--- config.mk ---
export PLATFORM = sky130hd
export DESIGN_NAME = uart_rx_err_status
export DESIGN_NICKNAME = d
export VERILOG_FILES = /design/src/rtl/uart_rx_err_status.sv
export SDC_FILE = /design/constraint.sdc
export NUM_CORES = 1
export LEC_CHECK = 0
export CORE_AREA = 5 5 42 44
export DETAILED_ROUTE_END_ITERATION = 12
export DIE_AREA = 0 0 47 49
export MAX_ROUTING_LAYER = met4
export SLEW_MARGIN = 20
export SYNTH_ARGS = -nofsm -noshare
export SYNTH_HDL_FRONTEND = slang
export SYNTH_SLANG_ARGS = --single-unit
export TNS_END_PERCENT = 100
--- constraint.sdc ---
create_clock -name clk -period 0.8 [get_ports clk]
set_input_delay 0.08 -clock clk [delete_from_list [all_inputs] [get_ports clk]]
set_output_delay 0.08 -clock clk [all_outputs]
set_load 0.01 [all_outputs]
--- src/rtl/uart_rx_err_status.sv ---
module uart_rx_err_status #(
  parameter int NFLAG = 3
) (
  input  logic             clk,
  input  logic             rst_n,
  input  logic             mod_en,
  input  logic [NFLAG-1:0] err_ev,
  input  logic [NFLAG-1:0] irq_en,
  input  logic             dbg_halt,
  input  logic             halt_clr_ok,
  input  logic             stat_rd,
  input  logic             data_acc,
  output logic [NFLAG-1:0] err_flag,
  output logic             err_irq
);

  logic             clr_win;
  logic             rd_ok;
  logic             acc_ok;
  logic [NFLAG-1:0] armed;

  assign clr_win = !dbg_halt || halt_clr_ok;
  assign rd_ok   = stat_rd && clr_win;
  assign acc_ok  = data_acc && clr_win;

  for (genvar i = 0; i < NFLAG; i++) begin : g_flag
    always_ff @(posedge clk or negedge rst_n) begin
      if (!rst_n) begin
        err_flag[i] <= 1'b0;
        armed[i]    <= 1'b0;
      end else if (!mod_en) begin
        err_flag[i] <= 1'b0;
        armed[i]    <= 1'b0;
      end else if (err_ev[i]) begin
        err_flag[i] <= 1'b1;
        armed[i]    <= 1'b0;
      end else if (acc_ok) begin
        if (armed[i]) err_flag[i] <= 1'b0;
        armed[i] <= 1'b0;
      end else if (rd_ok && err_flag[i]) begin
        armed[i] <= 1'b1;
      end
    end
  end

  always_ff @(posedge clk or negedge rst_n) begin
    if (!rst_n) err_irq <= 1'b0;
    else        err_irq <= |(err_flag & irq_en);
  end

endmodule

==> results.sh, run 1 <==
export IMPL_reg2reg_to="armed[0]"
export IMPL_synthTopCellsByCount="dfrtp_1 (7), a31oi_1 (6), inv_1 (4)"
export IMPL_viasPerCell=4.56
export IMPL_yosysUniqueCellTypes=9
export IMPL_crit_required_ns=0.94
export IMPL_die_y_um=49
export IMPL_synth_top_area_share_pct=58.6
export IMPL_route_detailed_wl_per_inst_um=11.6
export IMPL_ys_seq_area_share_pct=58.6
export IMPL_hold_violations=0
export IMPL_violations="negative setup slack"
export IMPL_drt_pass1_iterations=4
export IMPL_die_area_um2=2300
export IMPL_crit_chain="buf_6 -> buf_4 -> a31oi_4 -> nor3_1"
export IMPL_arrival_ns=1.07
export IMPL_fmax_ghz=1.07
export IMPL_drv_slew=0
export IMPL_netlist_top_cells_area="dfrtp_1 (59%), a31oi_1 (13%), nor3_1 (5.0%)"
export IMPL_diodes=0
export IMPL_grt_pass1_vias=278
export IMPL_gr_usage_all_layers_pct=7.42
export IMPL_synthToLayoutAreaGrowth_pct=85.8
export IMPL_crit_buf_inv=2
export IMPL_vdd_ir_drop_max_mv=0.496
export IMPL_cts_sinks=7
export IMPL_cts_htree_levels=1
export IMPL_clock_latency_ns=0.25
export IMPL_yosysTopAreaCell="dfrtp_1"
export IMPL_grt_max_degree=8
export IMPL_vias=310
export IMPL_final_antenna_net_count=0
export IMPL_overflow=0
export IMPL_rsz0062_at_grt="yes"
export IMPL_clk_transition_reported_paths_ns=0.05
export IMPL_cts_root_buffer="clkbuf_4"
export IMPL_synth_edf_count=0
export IMPL_slew_headroom_pct=78.8
export IMPL_crit_path_start_kind="flop"
export IMPL_initial_utilization_pct=21.3
export IMPL_cp_max_fo=3
export IMPL_syn_area_um2=299
export IMPL_synthCells=27
export IMPL_hold_class="primary input to async pin"
export IMPL_rows=14
export IMPL_routabilityCongestion=0.753
export IMPL_placed_area_um2=509
export IMPL_fin_crit_sh_pct=117
export IMPL_p_per_area_nw_per_um2=1610
export IMPL_cts_buffers=3
export IMPL_drv_cap=0
export IMPL_min_period_ns=0.934
export IMPL_reg2reg_setup_slack_ns=-0.13
export IMPL_r2r_start="err_flag[0]"
export IMPL_cts_buffer_depth=2
export IMPL_antenna_found_initial=0
export IMPL_synth_async_reset_ratio_pct=100
export IMPL_setup_ws_ns=-0.134
export IMPL_fin_total_pwr_mw=0.896
export IMPL_hpwl_um=623
export IMPL_synth_nets=40
export IMPL_synthFlopType="dfrtp_1"
export IMPL_p_leak_nw=0.262
export IMPL_drc=0
export IMPL_ff2ff_path_depth=4
export IMPL_worstMarginPinSlew_ns=0.317
export IMPL_cp_slowest_cell="dfrtp_1"
export IMPL_drive_gt1_share_pct=32.7
export IMPL_routed_wl_um=790
export IMPL_critPathTopFamily="flip-flops"
export IMPL_die_x_um=47
export IMPL_cts_tree="yes"
export IMPL_cts_hold_buf=0
export IMPL_yosysMostFrequentCell="dfrtp_1"
export IMPL_setup_violations=9
export IMPL_critPathMaxStageDelay_ns=0.38
export IMPL_critPathKind="flop to flop"
export IMPL_portBuffers=16
export IMPL_io_pin_count=17
export IMPL_grt_pass1_wl_um=1110
export IMPL_coreArea_um2=1400
export IMPL_setup_worst_path_end_class="flop"
export IMPL_num_nets_final=66
export IMPL_design_area_um2=556
export IMPL_drtIter0Drc=5
export IMPL_ys_ff_latch=7
export IMPL_skew_ns=0.00199
export IMPL_yosys_warnings=0
export IMPL_synth_area_per_cell_um2=11.1
export IMPL_outcome="finished, violations left"
## sequential cells by signal, indices dropped and copies added (netlist names)
register	cells
err_irq	1
armed	3
err_flag	3
## what timing repair did
item / in CTS / in global routing
pin swaps: 4 / 3
gates resized for setup: 24 / 3
setup buffers: 0 / 1
setup endpoints to repair: 11 / 11
## logic make-up (layout without fill, tap and decap cells)
logic type	Yosys count	in the layout	share of synthesized area, %
flip-flops	7	7	58.6
buffers and inverters	4	29	5.02
AO/OA/AOI/OAI	11	11	24.3
AND/OR/NAND/NOR	5	5	12.1
## layout make-up
cell class	instances	area, um2
Sequential cell	7	175
Fill cell	159	846
Inverter	4	15.0
Clock buffer	4	26.3
Tap cell	16	20.0
Multi-Input combinational cell	16	133
Timing Repair Buffer	21	186
## cells in the final DEF, fill, tap and decap left out, drive strengths merged
cell	netlist	final
a21bo	1	1
a31oi	6	6
inv	4	4
nor3	3	3
dfrtp	7	7
nand2b	1	1
a222oi	1	1
buf	0	9
clkdlybuf4s50	0	10
dlygate4sd2	0	2
clkbuf	0	4
o21ai	3	3
and2	1	1
## metal layers
metal / track usage (%) / wire, um / up-vias
met4: 6.91 / 23 / 0
met1: 7.66 / 305 / 143
met3: 3.32 / 111 / 2
li1: - / - / 150
met5: - / 0 / -
met2: 9.95 / 349 / 15
## worst reg2reg max path, cell delays in order (launching register included)
cell,delay [ns]
dfrtp_1,0.38
buf_6,0.12
buf_4,0.13
a31oi_4,0.14
nor3_1,0.06
## where the power goes
group          total [mW]  switching [mW]  internal, mW
clock               0.321           0.131         0.190
combinational       0.191          0.0749         0.116
sequential          0.384          0.0111         0.373
## worst max path at each step
stage | startpoint | end | cells past startpoint
2_1_floorplan | err_flag[1] | err_irq | 2
3_3_place_gp | dbg_halt | armed[2] | 4
3_5_place_dp | dbg_halt | armed[2] | 4
4_1_cts | err_flag[0] | err_irq | 3
5_1_grt | err_flag[1] | err_irq | 2
6_report | err_flag[0] | armed[0] | 4
## per-stage QoR
stage	instances	TNS, ns	setup WS [ns]	utilization, %	hold slack (ns)
finish	68	-0.577	-0.134	39.6	0.0851
global placement	63	-2.68	-0.339	36.3	0.367
global route	68	-1.01	-0.193	39.6	0.108
CTS	67	-0.516	-0.121	37.5	0.0939
detailed placement	63	-2.78	-0.347	36.3	0.364
floorplan	27	-0.0947	-0.0947	-	-0.216
Power figures use the tool's default switching activity.
==> run 2, diff against run 1 <==
- ABC_AREA: not set -> 1
- RECOVER_POWER: not set -> 50
==> run 2 against run 1 <==
  * The run still ends with negative setup slack left
  * Register-to-register slack better by 0.19 ns
  * Count of clock-buffer cells in the layout unchanged
  * Sequential share of layout area down 1.9 points
  * Via count rose by 15%
  * Critical path depth shrank 3
  * Core utilization up 2.5 points
  * Sequential power barely moved
  * Critical path type is now flop to output port
  * Largest power group unchanged
  * Highest routed layer unchanged
==> results.sh, run 2 <==
export IMPL_antenna_found_initial=0
export IMPL_gr_usage_all_layers_pct=9.08
export IMPL_final_antenna_net_count=0
export IMPL_violations="negative setup slack"
export IMPL_fin_total_pwr_mw=0.915
export IMPL_cts_hold_buf=0
export IMPL_hpwl_um=713
export IMPL_die_x_um=47
export IMPL_cp_slowest_cell="dfrtp_1"
export IMPL_hold_violations=0
export IMPL_crit_path_start_kind="flop"
export IMPL_portBuffers=16
export IMPL_syn_area_um2=340
export IMPL_yosysTopAreaCell="dfrtp_1"
export IMPL_worstMarginPinSlew_ns=0.328
export IMPL_ys_seq_area_share_pct=51.5
export IMPL_coreArea_um2=1400
export IMPL_die_y_um=49
export IMPL_drtIter0Drc=2
export IMPL_reg_top3="armed x3, err_flag x3, err_irq x1"
export IMPL_synth_top_area_share_pct=51.5
export IMPL_placed_area_um2=551
export IMPL_synth_nets=59
export IMPL_cts_tree="yes"
export IMPL_mostFrequentLayoutCells="nand2_1 (22), dfrtp_1 (7), clkdlybuf4s50_1 (7)"
export IMPL_drc=0
export IMPL_post_place_ws_ns=-0.287
export IMPL_synthToLayoutAreaGrowth_pct=73.5
export IMPL_io_pin_count=17
export IMPL_design_area_um2=591
export IMPL_overflow=0
export IMPL_slew_headroom_pct=78.1
export IMPL_routed_wl_um=843
export IMPL_p_leak_nw=0.317
export IMPL_crit_required_ns=0.72
export IMPL_drv_slew=0
export IMPL_yosysUniqueCellTypes=9
export IMPL_grt_pass1_wl_um=1420
export IMPL_netlist_top_cells_area="dfrtp_1 (51%), nand2_1 (28%), nor2_2 (5.5%)"
export IMPL_crit_buf_inv=1
export IMPL_drv_cap=0
export IMPL_clk_transition_reported_paths_ns=0.05
export IMPL_setup_violations=4
export IMPL_crit_chain="buf_2"
export IMPL_fill_cells=149
export IMPL_p_per_area_nw_per_um2=1550
export IMPL_cp_max_fo=2
export IMPL_skew_ns=0.00425
export IMPL_rsz0062_at_grt="yes"
export IMPL_mostFrequentLayoutCell="nand2_1"
export IMPL_synth_edf_count=0
export IMPL_die_area_um2=2300
export IMPL_rows=14
export IMPL_drt_pass1_iterations=2
export IMPL_swShare_pct=25.7
export IMPL_cts_buffer_depth=2
export IMPL_yosys_warnings=0
export IMPL_synthTopCellsByCount="nand2_1 (25), dfrtp_1 (7), inv_1 (4)"
export IMPL_routabilityCongestion=0.768
export IMPL_cts_root_buffer="clkbuf_4"
export IMPL_num_nets_final=84
export IMPL_critPathKind="flop to output port"
export IMPL_initial_utilization_pct=24.3
export IMPL_p_int_mw=0.679
export IMPL_arrival_ns=0.76
export IMPL_setup_worst_path_end_class="output port"
export IMPL_critPathMaxStageDelay_ns=0.37
export IMPL_fin_crit_sh_pct=105
export IMPL_synth_async_reset_ratio_pct=100
export IMPL_clock_latency_ns=0.25
export IMPL_synthCells=46
export IMPL_hold_class="primary input to flop"
export IMPL_ys_ff_latch=7
export IMPL_drive_gt1_share_pct=31.4
export IMPL_seqPwrFrac_pct=42.0
export IMPL_switchingPower_mw=0.235
export IMPL_diodes=0
export IMPL_combPwrFrac_pct=22.9
export IMPL_min_period_ns=0.840
export IMPL_grt_pass1_vias=363
export IMPL_fmax_ghz=1.19
export IMPL_setup_ws_ns=-0.0398
export IMPL_cts_htree_levels=1
export IMPL_synth_area_per_cell_um2=7.40
export IMPL_yosysMostFrequentCell="nand2_1"
export IMPL_cts_sinks=7
export IMPL_cts_buffers=3
export IMPL_synthFlopType="dfrtp_1"
export IMPL_vdd_ir_drop_max_mv=0.774
export IMPL_critPathTopFamily="flip-flops"
export IMPL_route_detailed_wl_per_inst_um=9.80
export IMPL_viasPerCell=4.15
export IMPL_grt_max_degree=8
export IMPL_vias=357
export IMPL_clockPowerShare_pct=35.1
export IMPL_outcome="finished, violations left"
## run 2: worst reg2reg max path, delay by kind of cell, from the launching register on
| kind | cells | cell delay, ns |
|---|---|---|
| flops | 1 | 0.37 |
| buf+inv | 1 | 0.14 |
| compound gates | 1 | 0.05 |
| simple gates | 1 | 0.08 |
## run 2: cell families after synthesis
group           after synthesis  share of synthesized area (%)
compound gates                4                           6.62
buf+inv                       5                           5.51
flops                         7                           51.5
simple gates                 30                           36.4
## run 2: metal layers
| metal | vias to the layer above | part of all wire (%) | wire length, um | GRT usage, % |
|---|---|---|---|---|
| met4 | 0 | 1.7 | 14 | 5.53 |
| met3 | 4 | 10 | 88 | 5.54 |
| met5 | - | 0 | 0 | - |
| met2 | 11 | 51 | 427 | 12.9 |
| li1 | 187 | - | - | - |
| met1 | 155 | 37 | 312 | 9.19 |
## run 2: through the flow
step	utilization [%]	setup TNS (ns)	cells	hold slack, ns
finish	42.1	-0.120	86	0.0975
global route	42.1	-0.269	86	0.108
CTS	40.3	-0.165	86	0.0977
detailed placement	39.3	-2.14	82	0.368
global placement	39.3	-1.98	82	0.366
floorplan	-	0	46	-0.216
## run 2: final cells by class
class,count,area (um2),share of cell area [%]
repair buffers,20,176,29.9
flip-flops and latches,7,175,29.7
multi-input cells,34,174,29.4
clock buffers,4,26.3,4.45
well taps,16,20.0,3.39
inverters,5,18.8,3.18
## run 2: power by group through the flow
stage | clock network [mW] | logic, mW | registers (mW)
after floorplan | 0 | 0.0556 | 0.408
after global placement | 0 | 0.219 | 0.391
after detailed placement | 0 | 0.221 | 0.391
after CTS | 0.333 | 0.207 | 0.385
after global routing | 0.350 | 0.236 | 0.388
final | 0.321 | 0.209 | 0.384
## run 2: repair_timing
item                                    4_1_cts  5_1_grt
pin swaps                                     2        0
buffers inserted                              0        0
endpoints found under the setup margin        7       11
resized for setup                            21        7
## run 2: worst paths after layout
| path | depth (start not counted) | to | from | slack [ns] |
|---|---|---|---|---|
| setup / recovery | 1 | err_flag[1] | err_flag[1] | -0.04 |
| hold / removal | 3 | err_flag[1] | err_ev[1] | 0.1 |
| setup reg to reg | 3 | armed[1] | err_flag[1] | 0.06 |
| hold reg to reg | 2 | armed[0] | armed[0] | 0.52 |
| max in group asynchronous | 1 | err_flag[0] | rst_n | 0.40 |
| min in group asynchronous | 1 | armed[2] | rst_n | 0.16 |
==> run 3, diff against run 2 <==
- ABC_CLOCK_PERIOD_IN_PS: not set -> 800
- SLEW_MARGIN: 20 -> not set
==> results of run 3 <==
No change in the layout: final DEF, timing and power equal those of run 2.
